===== src/rtl/cbe_pkg.sv =====
package cbe_pkg;

  typedef enum logic [3:0] {
    ST_IDLE, ST_INIT, ST_GETSEM, ST_CONFIG, ST_WAIT, ST_IPRST, ST_ROUTE,
    ST_TXWR, ST_RXRD, ST_STOP, ST_CLEAN, ST_RELSEM, ST_GENINT, ST_UNEXP
  } cbe_state_e;

  localparam int NUM_STATES = 14;

  localparam logic [7:0] OP_END         = 8'hFF;
  localparam logic [7:0] IP_CTRL_OFF    = 8'h00;
  localparam logic [7:0] IP_INTSTAT_OFF = 8'h10;
  localparam logic [7:0] IP_TXDATA_OFF  = 8'h34;
  localparam logic [7:0] IP_RXDATA_OFF  = 8'h38;

  localparam logic [5:0] A_CTRL    = 6'h00;
  localparam logic [5:0] A_STAT    = 6'h01;
  localparam logic [5:0] A_IRQEN   = 6'h02;
  localparam logic [5:0] A_UMASK   = 6'h03;
  localparam logic [5:0] A_TXMASK  = 6'h04;
  localparam logic [5:0] A_RXFMASK = 6'h05;
  localparam logic [5:0] A_FSMCFG  = 6'h06;
  localparam logic [5:0] A_CAPT    = 6'h07;
  localparam logic [5:0] A_SEMREL  = 6'h08;
  localparam logic [5:0] A_OPBASE  = 6'h10;
  localparam logic [5:0] A_PAYBASE = 6'h20;

  function automatic logic op_is_valid(input logic [7:0] op);
    case (op)
      8'h00, 8'h04, 8'h08, 8'h0C, 8'h10,
      8'h30, 8'h34, 8'h38, 8'h44, 8'h48: return 1'b1;
      default:                           return 1'b0;
    endcase
  endfunction

endpackage


===== src/rtl/cbe_route.sv =====
module cbe_route #(
  parameter int DW = 32
) (
  input  logic [DW-1:0] irq_stat,
  input  logic [DW-1:0] fifo_stat,
  input  logic [DW-1:0] umask,
  input  logic [DW-1:0] txmask,
  input  logic [DW-1:0] rxfmask,
  output logic          unexp_hit,
  output logic          tx_hit,
  output logic          rx_hit,
  output logic          rx_empty
);
  logic [DW-1:0] unexp_v, tx_v, rx_v;

  for (genvar b = 0; b < DW; b++) begin : g_bit
    assign unexp_v[b] = irq_stat[b] & umask[b];
    assign tx_v[b]    = irq_stat[b] & ~umask[b] & txmask[b];
    assign rx_v[b]    = irq_stat[b] & ~umask[b] & ~txmask[b];
  end

  assign unexp_hit = |unexp_v;
  assign tx_hit    = |tx_v;
  assign rx_hit    = |rx_v;
  assign rx_empty  = |(fifo_stat & rxfmask);
endmodule


===== src/rtl/cbe_regs.sv =====
module cbe_regs
  import cbe_pkg::*;
#(
  parameter int DW        = 32,
  parameter int OP_WORDS  = 7,
  parameter int PAY_WORDS = 25,
  parameter int EW        = $clog2(PAY_WORDS + 1)
) (
  input  logic                  clk,
  input  logic                  rst_n,
  input  logic                  cfg_we,
  input  logic [5:0]            cfg_addr,
  input  logic [DW-1:0]         cfg_wdata,
  output logic [DW-1:0]         cfg_rdata,
  output logic                  en,
  output logic                  start_p,
  output logic                  iprst_p,
  output logic                  selfrst_p,
  output logic                  semrel_p,
  output logic                  irq_en,
  output logic [DW-1:0]         umask,
  output logic [DW-1:0]         txmask,
  output logic [DW-1:0]         rxfmask,
  output logic                  skip_stop,
  output logic                  skip_rel,
  input  logic [EW-1:0]         idx,
  output logic [7:0]            op_byte,
  output logic [DW-1:0]         pay_word,
  input  logic                  wb_en,
  input  logic [DW-1:0]         wb_data,
  input  logic                  done_set,
  input  logic                  unexp_set,
  input  logic [DW-1:0]         cap_data,
  input  logic [NUM_STATES-1:0] state_oh,
  input  logic                  lock,
  output logic                  done,
  output logic                  unexp
);
  localparam int OW = (OP_WORDS > 1) ? $clog2(OP_WORDS) : 1;
  localparam int PW = (PAY_WORDS > 1) ? $clog2(PAY_WORDS) : 1;

  logic [DW-1:0] op_tab  [OP_WORDS];
  logic [DW-1:0] pay_tab [PAY_WORDS];
  logic [1:0]    fsmcfg_q;
  logic [DW-1:0] capt_q;

  logic ctrl_we, stat_we, op_we, pay_we;
  logic [OW-1:0] op_sel;
  logic [PW-1:0] pay_sel;
  logic done_d, unexp_d;

  assign ctrl_we   = cfg_we && (cfg_addr == A_CTRL);
  assign stat_we   = cfg_we && (cfg_addr == A_STAT);
  assign op_we     = cfg_we && (int'(cfg_addr) >= int'(A_OPBASE)) &&
                     (int'(cfg_addr) < int'(A_OPBASE) + OP_WORDS);
  assign pay_we    = cfg_we && (int'(cfg_addr) >= int'(A_PAYBASE)) &&
                     (int'(cfg_addr) < int'(A_PAYBASE) + PAY_WORDS);
  assign op_sel    = OW'(cfg_addr - A_OPBASE);
  assign pay_sel   = PW'(cfg_addr - A_PAYBASE);

  assign start_p   = ctrl_we && cfg_wdata[1];
  assign iprst_p   = ctrl_we && cfg_wdata[2];
  assign selfrst_p = ctrl_we && cfg_wdata[3];
  assign semrel_p  = cfg_we && (cfg_addr == A_SEMREL) && cfg_wdata[0];
  assign skip_stop = fsmcfg_q[0];
  assign skip_rel  = fsmcfg_q[1];

  // status flag next values: set wins over write-one-to-clear
  always_comb begin
    done_d  = done;
    unexp_d = unexp;
    if (stat_we && cfg_wdata[0]) done_d  = 1'b0;
    if (stat_we && cfg_wdata[1]) unexp_d = 1'b0;
    if (done_set)                done_d  = 1'b1;
    if (unexp_set)               unexp_d = 1'b1;
    if (selfrst_p) begin
      done_d  = 1'b0;
      unexp_d = 1'b0;
    end
  end

  always_ff @(posedge clk or negedge rst_n) begin
    if (!rst_n) begin
      en       <= 1'b0;
      irq_en   <= 1'b0;
      umask    <= '0;
      txmask   <= '0;
      rxfmask  <= '0;
      fsmcfg_q <= '0;
      capt_q   <= '0;
      done     <= 1'b0;
      unexp    <= 1'b0;
    end else begin
      if (ctrl_we) en <= cfg_wdata[0] & ~cfg_wdata[3];
      if (cfg_we && cfg_addr == A_IRQEN)   irq_en   <= cfg_wdata[0];
      if (cfg_we && cfg_addr == A_UMASK)   umask    <= cfg_wdata;
      if (cfg_we && cfg_addr == A_TXMASK)  txmask   <= cfg_wdata;
      if (cfg_we && cfg_addr == A_RXFMASK) rxfmask  <= cfg_wdata;
      if (cfg_we && cfg_addr == A_FSMCFG)  fsmcfg_q <= cfg_wdata[1:0];
      if (unexp_set)                       capt_q   <= cap_data;
      done  <= done_d;
      unexp <= unexp_d;
    end
  end

  always_ff @(posedge clk or negedge rst_n) begin
    if (!rst_n) begin
      for (int i = 0; i < OP_WORDS; i++) op_tab[i] <= '1;
    end else if (op_we) begin
      op_tab[op_sel] <= cfg_wdata;
    end
  end

  always_ff @(posedge clk or negedge rst_n) begin
    if (!rst_n) begin
      for (int i = 0; i < PAY_WORDS; i++) pay_tab[i] <= '0;
    end else begin
      for (int i = 0; i < PAY_WORDS; i++) begin
        if (wb_en && int'(idx) == i)          pay_tab[i] <= wb_data;
        else if (pay_we && int'(pay_sel) == i) pay_tab[i] <= cfg_wdata;
      end
    end
  end

  // opcode stream: byte 0 of word 0 first
  always_comb begin
    op_byte = OP_END;
    if (int'(idx) < OP_WORDS * 4)
      op_byte = op_tab[idx[EW-1:2]][{idx[1:0], 3'b000} +: 8];
  end

  assign pay_word = (int'(idx) < PAY_WORDS) ? pay_tab[idx] : '0;

  always_comb begin
    cfg_rdata = '0;
    if (cfg_addr == A_CTRL) begin
      cfg_rdata[0] = en;
    end else if (cfg_addr == A_STAT) begin
      cfg_rdata[0] = done;
      cfg_rdata[1] = unexp;
      cfg_rdata[4 +: NUM_STATES] = state_oh;
      cfg_rdata[20] = lock;
    end else if (cfg_addr == A_IRQEN) begin
      cfg_rdata[0] = irq_en;
    end else if (cfg_addr == A_UMASK) begin
      cfg_rdata = umask;
    end else if (cfg_addr == A_TXMASK) begin
      cfg_rdata = txmask;
    end else if (cfg_addr == A_RXFMASK) begin
      cfg_rdata = rxfmask;
    end else if (cfg_addr == A_FSMCFG) begin
      cfg_rdata[1:0] = fsmcfg_q;
    end else if (cfg_addr == A_CAPT) begin
      cfg_rdata = capt_q;
    end else if ((int'(cfg_addr) >= int'(A_OPBASE)) &&
                 (int'(cfg_addr) < int'(A_OPBASE) + OP_WORDS)) begin
      cfg_rdata = op_tab[op_sel];
    end else if ((int'(cfg_addr) >= int'(A_PAYBASE)) &&
                 (int'(cfg_addr) < int'(A_PAYBASE) + PAY_WORDS)) begin
      cfg_rdata = pay_tab[pay_sel];
    end
  end

  // completion flag only rises after the generate-interrupt state
  assert_done_src_R10: assert property (@(posedge clk) disable iff (!rst_n)
    $rose(done) |-> $past(state_oh[ST_GENINT]));

  // the unexpected flag is only set through the sequencer's abort path
  assert_unexp_src_R6: assert property (@(posedge clk) disable iff (!rst_n)
    $rose(unexp) |-> $past(unexp_set));
endmodule


===== src/rtl/cbe_seq.sv =====
module cbe_seq
  import cbe_pkg::*;
#(
  parameter int DW        = 32,
  parameter int PAY_WORDS = 25,
  parameter int EW        = $clog2(PAY_WORDS + 1)
) (
  input  logic                  clk,
  input  logic                  rst_n,
  input  logic                  en,
  input  logic                  start_p,
  input  logic                  iprst_p,
  input  logic                  selfrst_p,
  input  logic                  semrel_p,
  input  logic                  skip_stop,
  input  logic                  skip_rel,
  input  logic [7:0]            op_byte,
  input  logic [DW-1:0]         pay_word,
  input  logic                  unexp_hit,
  input  logic                  tx_hit,
  input  logic                  rx_hit,
  input  logic                  rx_empty,
  input  logic [DW-1:0]         irq_stat,
  input  logic [DW-1:0]         ip_rdata,
  output logic [EW-1:0]         idx,
  output logic                  wb_en,
  output logic [DW-1:0]         wb_data,
  output logic                  done_set,
  output logic                  unexp_set,
  output logic [DW-1:0]         cap_data,
  output logic [NUM_STATES-1:0] state_oh,
  output logic                  lock,
  output logic                  ip_wr,
  output logic                  ip_rd,
  output logic [7:0]            ip_addr,
  output logic [DW-1:0]         ip_wdata,
  output logic                  ip_rst
);
  cbe_state_e st_q, st_d;
  logic [EW-1:0] idx_q, idx_d;
  logic lock_q, lock_d;

  logic is_end, is_tx, is_rx, is_bad, is_full, plain_wr;

  assign is_end   = (op_byte == OP_END);
  assign is_tx    = (op_byte == IP_TXDATA_OFF);
  assign is_rx    = (op_byte == IP_RXDATA_OFF);
  assign is_full  = (int'(idx_q) >= PAY_WORDS);
  assign is_bad   = !op_is_valid(op_byte);
  assign plain_wr = (st_q == ST_CONFIG) && !is_end && !is_full && !is_bad &&
                    !is_tx && !is_rx;

  always_comb begin
    st_d  = st_q;
    idx_d = idx_q;
    case (st_q)
      ST_IDLE:   if (en) st_d = ST_INIT;
      ST_INIT:   if (start_p) st_d = ST_GETSEM;
      ST_GETSEM: begin
        st_d  = ST_CONFIG;
        idx_d = '0;
      end
      ST_CONFIG: begin
        if (is_end)               st_d = skip_stop ? ST_CLEAN : ST_STOP;
        else if (is_full)         st_d = ST_UNEXP;
        else if (is_bad)          st_d = ST_UNEXP;
        else if (is_tx || is_rx)  st_d = ST_WAIT;
        else                      idx_d = idx_q + 1'b1;
      end
      ST_WAIT: begin
        if (unexp_hit)                   st_d = ST_UNEXP;
        else if (iprst_p)                st_d = ST_IPRST;
        else if (is_tx ? tx_hit : rx_hit) st_d = ST_ROUTE;
      end
      ST_IPRST:  st_d = ST_WAIT;
      ST_ROUTE: begin
        if (is_tx)         st_d = ST_TXWR;
        else if (rx_empty) st_d = ST_WAIT;
        else               st_d = ST_RXRD;
      end
      ST_TXWR, ST_RXRD: begin
        st_d  = ST_CONFIG;
        idx_d = idx_q + 1'b1;
      end
      ST_STOP:   st_d = ST_CLEAN;
      ST_CLEAN:  st_d = skip_rel ? ST_GENINT : ST_RELSEM;
      ST_RELSEM: st_d = ST_GENINT;
      ST_GENINT: st_d = ST_INIT;
      ST_UNEXP:  st_d = ST_UNEXP;
      default:   st_d = ST_IDLE;
    endcase
    if (!en || selfrst_p) st_d = ST_IDLE;
  end

  always_comb begin
    lock_d = lock_q;
    if (st_q == ST_GETSEM) lock_d = 1'b1;
    if (st_q == ST_RELSEM || semrel_p) lock_d = 1'b0;
    if (selfrst_p) lock_d = 1'b0;
  end

  always_ff @(posedge clk or negedge rst_n) begin
    if (!rst_n) begin
      st_q   <= ST_IDLE;
      idx_q  <= '0;
      lock_q <= 1'b0;
    end else begin
      st_q   <= st_d;
      idx_q  <= idx_d;
      lock_q <= lock_d;
    end
  end

  always_comb begin
    ip_wr    = 1'b0;
    ip_addr  = op_byte;
    ip_wdata = pay_word;
    if (plain_wr || st_q == ST_TXWR) begin
      ip_wr = 1'b1;
    end else if (st_q == ST_STOP) begin
      ip_wr    = 1'b1;
      ip_addr  = IP_CTRL_OFF;
      ip_wdata = '0;
    end else if (st_q == ST_CLEAN) begin
      ip_wr    = 1'b1;
      ip_addr  = IP_INTSTAT_OFF;
      ip_wdata = '1;
    end
  end

  assign ip_rd     = (st_q == ST_RXRD);
  assign ip_rst    = (st_q == ST_IPRST);
  assign wb_en     = (st_q == ST_RXRD);
  assign wb_data   = ip_rdata;
  assign done_set  = (st_q == ST_GENINT);
  assign unexp_set = (st_d == ST_UNEXP) && (st_q != ST_UNEXP);
  assign cap_data  = irq_stat;
  assign idx       = idx_q;
  assign lock      = lock_q;
  assign state_oh  = NUM_STATES'(1) << st_q;

  // an unexpected interrupt during the wait aborts on the next edge
  assert_wait_abort_R6: assert property (@(posedge clk) disable iff (!rst_n)
    (st_q == ST_WAIT && unexp_hit && en && !selfrst_p) |=> (st_q == ST_UNEXP));

  // the controller is never read and written in the same cycle
  assert_rd_wr_excl_R5: assert property (@(posedge clk) disable iff (!rst_n)
    !(ip_wr && ip_rd));

  // the controller reset pulse only follows the interrupt wait
  assert_iprst_from_wait_R12: assert property (@(posedge clk) disable iff (!rst_n)
    ip_rst |-> ($past(st_q) == ST_WAIT) && !$past(ip_rst));

  // the entry index never runs past the payload table
  assert_idx_bound_R8: assert property (@(posedge clk) disable iff (!rst_n)
    int'(idx_q) <= PAY_WORDS);

  // the release state always frees the semaphore
  assert_lock_release_R11: assert property (@(posedge clk) disable iff (!rst_n)
    (st_q == ST_RELSEM) |=> !lock_q);

  // transmit data is written only after an interrupt was routed
  assert_tx_gated_R4: assert property (@(posedge clk) disable iff (!rst_n)
    (st_q == ST_TXWR) |-> ($past(st_q) == ST_ROUTE) && $past(tx_hit));
endmodule


===== src/rtl/cmd_batch_engine.sv =====
module cmd_batch_engine
  import cbe_pkg::*;
#(
  parameter int DW        = 32,
  parameter int OP_WORDS  = 7,
  parameter int PAY_WORDS = 25
) (
  input  logic          clk,
  input  logic          rst_n,
  input  logic          cfg_we,
  input  logic [5:0]    cfg_addr,
  input  logic [DW-1:0] cfg_wdata,
  output logic [DW-1:0] cfg_rdata,
  output logic          ip_wr,
  output logic          ip_rd,
  output logic [7:0]    ip_addr,
  output logic [DW-1:0] ip_wdata,
  input  logic [DW-1:0] ip_rdata,
  input  logic [DW-1:0] ip_irq_stat,
  input  logic [DW-1:0] ip_fifo_stat,
  output logic          ip_rst,
  output logic          irq
);
  localparam int EW = $clog2(PAY_WORDS + 1);

  logic en, start_p, iprst_p, selfrst_p, semrel_p, irq_en, skip_stop, skip_rel;
  logic [DW-1:0] umask, txmask, rxfmask, pay_word, wb_data, cap_data;
  logic [EW-1:0] idx;
  logic [7:0] op_byte;
  logic wb_en, done_set, unexp_set, lock, done, unexp;
  logic unexp_hit, tx_hit, rx_hit, rx_empty;
  logic [NUM_STATES-1:0] state_oh;

  cbe_regs #(.DW(DW), .OP_WORDS(OP_WORDS), .PAY_WORDS(PAY_WORDS), .EW(EW)) u_regs (
    .clk(clk), .rst_n(rst_n), .cfg_we(cfg_we), .cfg_addr(cfg_addr),
    .cfg_wdata(cfg_wdata), .cfg_rdata(cfg_rdata), .en(en), .start_p(start_p),
    .iprst_p(iprst_p), .selfrst_p(selfrst_p), .semrel_p(semrel_p),
    .irq_en(irq_en), .umask(umask), .txmask(txmask), .rxfmask(rxfmask),
    .skip_stop(skip_stop), .skip_rel(skip_rel), .idx(idx), .op_byte(op_byte),
    .pay_word(pay_word), .wb_en(wb_en), .wb_data(wb_data), .done_set(done_set),
    .unexp_set(unexp_set), .cap_data(cap_data), .state_oh(state_oh),
    .lock(lock), .done(done), .unexp(unexp)
  );

  cbe_route #(.DW(DW)) u_route (
    .irq_stat(ip_irq_stat), .fifo_stat(ip_fifo_stat), .umask(umask),
    .txmask(txmask), .rxfmask(rxfmask), .unexp_hit(unexp_hit),
    .tx_hit(tx_hit), .rx_hit(rx_hit), .rx_empty(rx_empty)
  );

  cbe_seq #(.DW(DW), .PAY_WORDS(PAY_WORDS), .EW(EW)) u_seq (
    .clk(clk), .rst_n(rst_n), .en(en), .start_p(start_p), .iprst_p(iprst_p),
    .selfrst_p(selfrst_p), .semrel_p(semrel_p), .skip_stop(skip_stop),
    .skip_rel(skip_rel), .op_byte(op_byte), .pay_word(pay_word),
    .unexp_hit(unexp_hit), .tx_hit(tx_hit), .rx_hit(rx_hit),
    .rx_empty(rx_empty), .irq_stat(ip_irq_stat), .ip_rdata(ip_rdata),
    .idx(idx), .wb_en(wb_en), .wb_data(wb_data), .done_set(done_set),
    .unexp_set(unexp_set), .cap_data(cap_data), .state_oh(state_oh),
    .lock(lock), .ip_wr(ip_wr), .ip_rd(ip_rd), .ip_addr(ip_addr),
    .ip_wdata(ip_wdata), .ip_rst(ip_rst)
  );

  assign irq = irq_en & (done | unexp);

  // the interrupt output drops once both flags are clear
  assert_irq_clear_R10: assert property (@(posedge clk) disable iff (!rst_n)
    (!done && !unexp) |-> !irq);
endmodule


===== config.mk =====
export PLATFORM = sky130hd
export DESIGN_NAME = cmd_batch_engine
export DESIGN_NICKNAME = d
export VERILOG_FILES = /design/src/rtl/cbe_pkg.sv /design/src/rtl/cbe_route.sv /design/src/rtl/cbe_regs.sv /design/src/rtl/cbe_seq.sv /design/src/rtl/cmd_batch_engine.sv
export SDC_FILE = /design/constraint.sdc
export NUM_CORES = 2
export LEC_CHECK = 0
export BUFFER_PORTS_ARGS = -buffer_cell sky130_fd_sc_hd__buf_2
export CAP_MARGIN = 20
export CORE_MARGIN = 2
export CORE_UTILIZATION = 27
export DETAILED_ROUTE_END_ITERATION = 10
export PLACE_DENSITY_LB_ADDON = 0.25
export SYNTH_ARGS = -nofsm -noshare
export SYNTH_HDL_FRONTEND = slang
export SYNTH_HIERARCHICAL = 1
export SYNTH_SLANG_ARGS = --single-unit

===== constraint.sdc =====
create_clock -name clk -period 4.8 [get_ports clk]
set_input_delay 0.72 -clock clk [delete_from_list [all_inputs] [get_ports clk]]
set_output_delay 0.72 -clock clk [all_outputs]
set_load 0.03 [all_outputs]

==> flow_metrics.tcl <==
set metrics [dict create \
    drc_errors 0 \
    wl_per_cell_um 32.4 \
    worstHoldStart "ip_irq_stat[19]" \
    worstPathMaxFanout 16 \
    grt-ovfl-total 0 \
    yosys_most_used_dff "dfrtp_1" \
    ys_warn_count 6 \
    clock-sinks 1168 \
    yosys.area.top_type "dfrtp_1" \
    path_delay_family "buffers and inverters" \
    synthTopCellsByCount "944 x dfrtp_1, 870 x mux2i_1, 813 x nand2_1" \
    synth_top_area_share_pct 32.7 \
    crit_chain "buf_2 > nor2b_4 > buf_4 > a22oi_1 > a31oi_1 > a2111oi_1 > buf_4 > nor3_1 > buf_2" \
    grt_pass1_vias 56404 \
    r2r-start "u_seq/idx[2]" \
    power_density_mw_per_mm2 448 \
    worstMarginPinSlew_ps 1310 \
    dieArea_mm2 0.272 \
    drv_slew 0 \
    async_flop_share_pct 100 \
    relSlewSlack_pct 12.1 \
    finalClockSkew_ps 28.8 \
    finalSetupViolations 3 \
    core-area_mm2 0.266 \
    timing.fmax_mhz 206 \
    ys_seq_elements 1168 \
    crit_start "cfg_addr[3]" \
    syn_nets 6735 \
    ctsHtreeMaxLevel 4 \
    io_buffers 212 \
    ctsLongestPathBuffers 3 \
    numCtsBuffers 137 \
    cts_tree "yes" \
    synth_edf_count 0 \
    drtIter0Drc 7272 \
    fin_setup_tns_ps -92.5 \
    synth.most_common_cell "dfrtp_1" \
    layout-drive-gt1-share_pct 30.5 \
    fin_area_mm2 0.0832 \
    vias 58303 \
    ir_drop_mv 0.331 \
    vias_per_cell 5.73 \
    rsz0062_at_grt "true" \
    ys_types 96 \
    initial_core_util_pct 27.2 \
    cp_slowest_cell "nor2b_4" \
    syn_to_final_growth_pct 15.2 \
    violations "negative setup slack" \
    globalplace.congestion 0.953 \
    clk_pin_slew_ps 70 \
    ant_nets 0 \
    dr.pass1.iters 7 \
    hold_class "primary input to register" \
    drt_wl_total_um 329000 \
    crit_path_start_kind "primary input" \
    synthTopCellsByArea "dfrtp_1 33%, mux4_2 15%, mux2i_1 12%" \
    die_x_um 521 \
    root_buffer "clkbuf_16" \
    grt.total_usage_pct 23.6 \
    crit_arrival_ps 4130 \
    grt_max_degree 142 \
    maxCapViolations 0 \
    hold_viol 0 \
    critical_path_class "primary input to output pin" \
    setup.worst_path.end_class "output pin" \
    postSynthAreaPerCell_um2 10.9 \
    fin_ws_ps -48.8 \
    yosysSeqAreaShare_pct 40.9 \
    finalNetCount 6642 \
    status "complete, but fails checks" \
    syn_inst 6596 \
    required_ps 4080 \
    total_power_uw 37300 \
    place_area_mm2 0.0778 \
    min_period_ps 4850 \
    syn-cell-area_mm2 0.0722 \
    clock_latency_ps 820 \
    top_level_ports 213 \
    grt_pass1_wl_um 459000 \
    fin_util_pct 31.3 \
    leakagePower_uw 0.0343 \
    cpPeakStageDelay_ps 750 \
    die_y_um 521 \
    path_buf_inv 4 \
    min_period_over_period_pct 101 \
    rows 189 \
    antenna_found_initial 55 \
    dp_hpwl_um 210000 \
]
## sequential cells by signal, summed over array words and instances (netlist names)
register	flops
u_regs/fsmcfg_q	2
u_regs/op_tab	224
u_regs/pay_tab	800
u_regs/unexp	1
u_regs/en	1
u_regs/irq_en	1
u_regs/txmask	32
u_regs/rxfmask	32
u_seq/idx	5
u_seq/st_q	4
u_regs/umask	32
u_regs/done	1
u_seq/lock	1
u_regs/capt_q	32
## layer usage
metal	share of wire, %	wire (um)	vias to the layer above	GRT usage, %
met5	0.068	225	-	0
met4	5.7	18600	36	11.8
met3	8.6	28200	813	4.92
met2	46	152000	3286	37.8
met1	40	131000	30135	30.3
li1	-	-	24033	-
## final cells by class
class	instances	area [um2]
well taps	3533	4420
fillers	26766	182000
inverters	17	63.8
repair buffers	580	5170
clock inverters	48	586
flip-flops and latches	1168	29500
diodes	23	57.6
clock buffers	200	4060
multi-input cells	4599	39300
## metrics by stage
stage               setup WS, ps  instances  hold WS (ps)
floorplan                    465       6596           424
global placement            -126       9868           491
detailed placement          69.6       9869           497
CTS                        -68.3      10137           132
global route               -89.8      10157           185
finish                     -48.8      10168           189
## timing repair
| item | in CTS | in global routing |
|---|---|---|
| pin swaps | 4 | 13 |
| setup endpoints to repair | 33 | 6 |
| cloned | 5 | 1 |
| setup buffers | 14 | 9 |
| hold buffers | 1 | 0 |
| resized for setup | 50 | 28 |
| endpoints found under the hold margin | 38 | 0 |
## layout by cell type (no fill, tap or decap), types with 94 or more instances in the layout
cell type / synthesis / final
mux2i_1: 870 / 864
a21oi_1: 209 / 208
o21ai_0: 509 / 507
dfrtp_1: 944 / 939
buf_2: 152 / 206
clkbuf_16: 0 / 143
nand2_1: 813 / 794
nor2_1: 348 / 318
buf_4: 126 / 260
mux2_2: 396 / 396
mux4_2: 467 / 467
o21ai_1: 205 / 204
a22oi_1: 94 / 94
dfstp_2: 224 / 224
## path summary, 6_finish.rpt
check	to	slack [ps]	depth (start not counted)
setup reg to reg	u_regs/capt_q[7]	410	15
hold / removal	u_regs/capt_q[19]	190	2
min in group asynchronous	u_regs/pay_tab[89]	540	2
hold reg to reg	u_regs/capt_q[10]	510	1
max in group asynchronous	u_regs/pay_tab[524]	2850	4
setup / recovery	cfg_rdata[16]	-50	9
## logic make-up after synthesis
group	count (synthesis)	synth area share, %
flip-flops	1168	40.9
AO/OA/AOI/OAI	1306	10.7
multiplexers	1773	33.4
AND/OR/NAND/NOR	1514	9.44
buffers and inverters	829	5.51
XOR/XNOR	3	0.0364
adder cells (fa/ha/maj)	3	0.0485
## power breakdown
part,switching [uW],internal (uW)
combinational,7220,5670
clock,4690,6340
sequential,1570,11700
## worst reg2reg max path, delay by kind of cell (launching register included)
kind | cells | cell delay (ps)
simple gates | 4 | 1240
mux | 2 | 890
flops | 1 | 510
buf+inv | 4 | 770
compound gates | 5 | 840
(Power assumes the default switching activity.)
